--- src/rtl/dacq_pkg.sv ---
package dacq_pkg;

    localparam int unsigned DQ_CHANNELS = 4;
    localparam int unsigned DQ_CODE_W   = 8;
    localparam int unsigned DQ_ADDR_W   = $clog2(DQ_CHANNELS);

    typedef logic [DQ_CODE_W-1:0] dq_code_t;

    // Write request as seen by one channel
    typedef struct packed {
        logic     wen;
        dq_code_t data;
    } dq_wreq_t;

    // State of one channel pair
    typedef struct packed {
        dq_code_t in_q;
        dq_code_t out_q;
    } dq_pair_t;

    function automatic dq_code_t dq_pick(input logic sel, input dq_code_t a,
                                         input dq_code_t b);
        return sel ? a : b;
    endfunction

endpackage

--- src/rtl/dacq_decode.sv ---
module dacq_decode #(
    parameter int unsigned NCH = dacq_pkg::DQ_CHANNELS,
    parameter int unsigned AW  = dacq_pkg::DQ_ADDR_W
) (
    input  logic          en,
    input  logic [AW-1:0] addr,
    output logic [NCH-1:0] sel
);
    always_comb begin
        for (int i = 0; i < NCH; i++) begin
            sel[i] = en && (addr == AW'(i));
        end
    end
endmodule

--- src/rtl/dacq_chan.sv ---
module dacq_chan
    import dacq_pkg::*;
(
    input  logic     clk,
    input  logic     rst,
    input  dq_wreq_t wreq,
    input  logic     xfer_n,
    output dq_code_t code
);
    dq_pair_t st_q;
    dq_pair_t st_d;
    dq_code_t in_view;
    dq_code_t out_view;

    // First rank: see-through while selected
    always_comb begin
        in_view = rst ? '0 : dq_pick(wreq.wen, wreq.data, st_q.in_q);
    end

    // Second rank: see-through while transfer control is low
    always_comb begin
        out_view = rst ? '0 : dq_pick(xfer_n, st_q.out_q, in_view);
    end

    always_comb begin
        st_d.in_q  = in_view;
        st_d.out_q = out_view;
    end

    always_ff @(posedge clk) begin
        if (rst) begin
            st_q <= '0;
        end else begin
            st_q <= st_d;
        end
    end

    assign code = out_view;
endmodule

--- src/rtl/dacq_front.sv ---
module dacq_front
    import dacq_pkg::*;
#(
    parameter int unsigned NCH = DQ_CHANNELS,
    parameter int unsigned CW  = DQ_CODE_W,
    localparam int unsigned AW = $clog2(NCH)
) (
    input  logic              clk,
    input  logic              rst,
    input  logic [CW-1:0]     data_i,
    input  logic [AW-1:0]     addr_i,
    input  logic              wr_n_i,
    input  logic              xfer_n_i,
    input  logic              sdn_i,
    output logic [NCH*CW-1:0] code_o,
    output logic [NCH-1:0]    oe_o
);
    logic [NCH-1:0] sel;

    dacq_decode #(.NCH(NCH), .AW(AW)) u_dec (
        .en   (!wr_n_i && !rst),
        .addr (addr_i),
        .sel  (sel)
    );

    for (genvar g = 0; g < NCH; g++) begin : g_ch
        dq_wreq_t wreq;
        dq_code_t code;
        assign wreq.wen  = sel[g];
        assign wreq.data = dq_code_t'(data_i);

        dacq_chan u_chan (
            .clk    (clk),
            .rst    (rst),
            .wreq   (wreq),
            .xfer_n (xfer_n_i),
            .code   (code)
        );

        assign code_o[g*CW +: CW] = CW'(code);
        assign oe_o[g]            = !sdn_i;
    end
endmodule

--- config.mk ---
export PLATFORM = sky130hd
export DESIGN_NAME = dacq_front
export DESIGN_NICKNAME = d
export VERILOG_FILES = /design/src/rtl/dacq_pkg.sv /design/src/rtl/dacq_decode.sv /design/src/rtl/dacq_chan.sv /design/src/rtl/dacq_front.sv
export SDC_FILE = /design/constraint.sdc
export NUM_CORES = 1
export LEC_CHECK = 0
export BUFFER_PORTS_ARGS = -buffer_cell sky130_fd_sc_hd__buf_2
export CAP_MARGIN = 40
export CELL_PAD_IN_SITES_DETAIL_PLACEMENT = 1
export CELL_PAD_IN_SITES_GLOBAL_PLACEMENT = 2
export CORE_MARGIN = 2
export CORE_UTILIZATION = 35
export DETAILED_ROUTE_END_ITERATION = 12
export PLACE_DENSITY_LB_ADDON = 0.1
export SYNTH_ARGS = -nofsm -noshare
export SYNTH_HDL_FRONTEND = slang
export SYNTH_SLANG_ARGS = --single-unit
--- constraint.sdc ---
create_clock -name clk -period 3.41 [get_ports clk]
set_clock_uncertainty 0.05 [all_clocks]
set_input_delay 0.682 -clock clk [delete_from_list [all_inputs] [get_ports clk]]
set_output_delay 0.682 -clock clk [all_outputs]
set_load 0.02 [all_outputs]
==> results.tsv <==
metric	value	unit
# rows	30	
Critical Path Source	rst	
#FFs+latches synth	64	
share of cells above drive strength 1	0.259	
Final nets	315	
Final period util	0.860	
Switching Share	0.250	
Post-Syn Area	2500	sq um
status	completed	
Pre-antenna DRT Iters	4	
most frequent cells in the layout	nor2_1 (64), a211oi_1 (64), dfxtp_1 (64)	
number of global-route vias before repair	1845	
Peak Freq	0.341	GHz
Clock Latency Late Sink	330	ps
num ports	51	
Top Registers	g_ch.u_chan.st_q x64	
Slew Limit Fails	0	
CP required	2680	ps
top cells by area, synth	dfxtp_1 (51%), a211oi_1 (19%), mux2i_1 (13%), nor2_1 (9.6%), clkbuf_1 (2.7%)	
number of setup violations in the final report	0	
CTS H-tree lvls	3	
clock power share	0.425	
final wirelength	5880	um
minimum clock period	2930	ps
crit path launch type	input pin	
Die ar.	7840	sq um
Die Span X	88.6	um
Internal	1270	uW
Starting Density	0.364	
Core Area	6870	sq um
setup TNS	0	ps
total number of vias	1985	
initial antenna violation count	0	
Biggest register	g_ch.u_chan.st_q	
Clk pin slew, worst setup/hold paths	70	ps
Post-CTS Resized	0	
Leak Pwr	0.00117	uW
crit path kind	in -> out	
Syn Nets	272	
WL/cell	14.7	um
gpl congestion	0.672	
grt ovf	0	
GRT Total Usage	0.167	
synthesized instance count	257	
DRC Markers	0	
Combinational Power Share	0.112	
worst min-delay path class	reg -> reg	
count of final hold-check violations	0	
CP max FO	16	
CTS tree	yes	
CTS Buf Count	9	
Worst R2R Start	g_ch[2].u_chan.st_q[9]	
switching pwr	422	uW
largest net degree at the start of global routing	97	
worst-margin pin slew	593	ps
hpwl dp	3890	um
hold buffer count at cts	0	
maximum vdd drop	0.229	mV
pre-CTS setup slack	467	ps
n_diodes	0	
sequential area share after synthesis	0.512	
Rel. slew slack	0.604	
Die Height	88.6	um
# clock sinks	64	
Largest register FFs	64	
YS warnings	0	
Syn-to-layout area delta	22.8	%
RSZ-0062 raised after global routing	false	
Hold Crit Start	g_ch[3].u_chan.st_q[12]	
Setup Fix Bufs, Post-CTS	0	
area share of the largest cell type after synthesis	0.512	
vias per inst	4.95	
Antenna Nets Post-Route	0	
PwrDens	550	nW/um^2
DRT iter0 DRCs	57	
cell taking the most area after synthesis	dfxtp_1	
synth unique cells	14	
FILL cells	826	
MaxCap Viol Count	0	
Worst EP arrival	2200	ps
first-pass GRT wire length	9640	um
clock buffer depth	2	
port bufs	50	
final worst slack	478	ps
share of power burned in registers	0.463	
mean post-synth cell area	9.74	sq um
CP endpoint kind	output pin	
CTS root buf	clkbuf_8	
metal layers:
layer,part of all wire,global-route usage
met1,0.49,0.229
met2,0.45,0.250
met3,0.044,0.0560
met4,0.012,0.0496
met5,0,0
cell usage after synthesis:
master / n
mux2i_1: 32
inv_1: 1
buf_6: 1
nor2_1: 64
buf_4: 3
dfxtp_1: 64
nor4bb_1: 1
nor4_4: 1
a211oi_1: 64
clkbuf_1: 18
inv_2: 1
buf_1: 2
nor4b_1: 2
buf_2: 3
power by group through the flow:
| stage | logic [uW] | clock network, uW | registers [uW] |
|---|---|---|---|
| after floorplan | 130 | 0 | 798 |
| after global placement | 190 | 0 | 799 |
| after detailed placement | 191 | 0 | 800 |
| after CTS | 192 | 741 | 783 |
| after global routing | 211 | 776 | 785 |
| final | 189 | 719 | 783 |
cells by family after synthesis:
kind of cell | Yosys count | synth area share
AOI/OAI and AO/OA | 64 | 0.192
DFF | 64 | 0.512
buffers and inverters | 29 | 0.0525
and+or+nand+nor | 68 | 0.116
muxes | 32 | 0.128
critical path, cell delays in order:
cell and delay (ps):
buf_4 180, nor4b_2 290, buf_4 250, mux2i_1 90, buf_4 140, a211oi_1 330, buf_2 230
layout make-up:
type                       instances  area, sq um  share of cell area
sequential                        64         1280               0.417
multi-input combinational        164         1110               0.361
timing repair buffer              59          333               0.108
clock buffer                      11          141              0.0460
tap                               96          120              0.0391
clock inverter                     5         80.1              0.0261
inverter                           2         7.51             0.00244
per-stage QoR:
stage | power [uW] | util | hold slack [ps] | cells | cell area, sq um
after floorplan | 929 | - | 427 | 257 | 2500
after global placement | 989 | 0.415 | 449 | 385 | 2850
after detailed placement | 991 | 0.415 | 459 | 385 | 2850
after CTS | 1720 | 0.447 | 478 | 401 | 3070
after global routing | 1770 | 0.447 | 499 | 401 | 3070
final | 1690 | 0.447 | 467 | 401 | 3070
worst paths after layout:
kind / endpoint / slack [ps] / depth (start not counted)
worst max-delay path: code_o[15] / 480 / 7
worst min-delay path: g_ch[3].u_chan.st_q[12] / 470 / 2
worst max register to register: g_ch[2].u_chan.st_q[1] / 2540 / 2
worst min register to register: g_ch[3].u_chan.st_q[12] / 470 / 2
No activity file was read; power rests on OpenSTA's default activity.
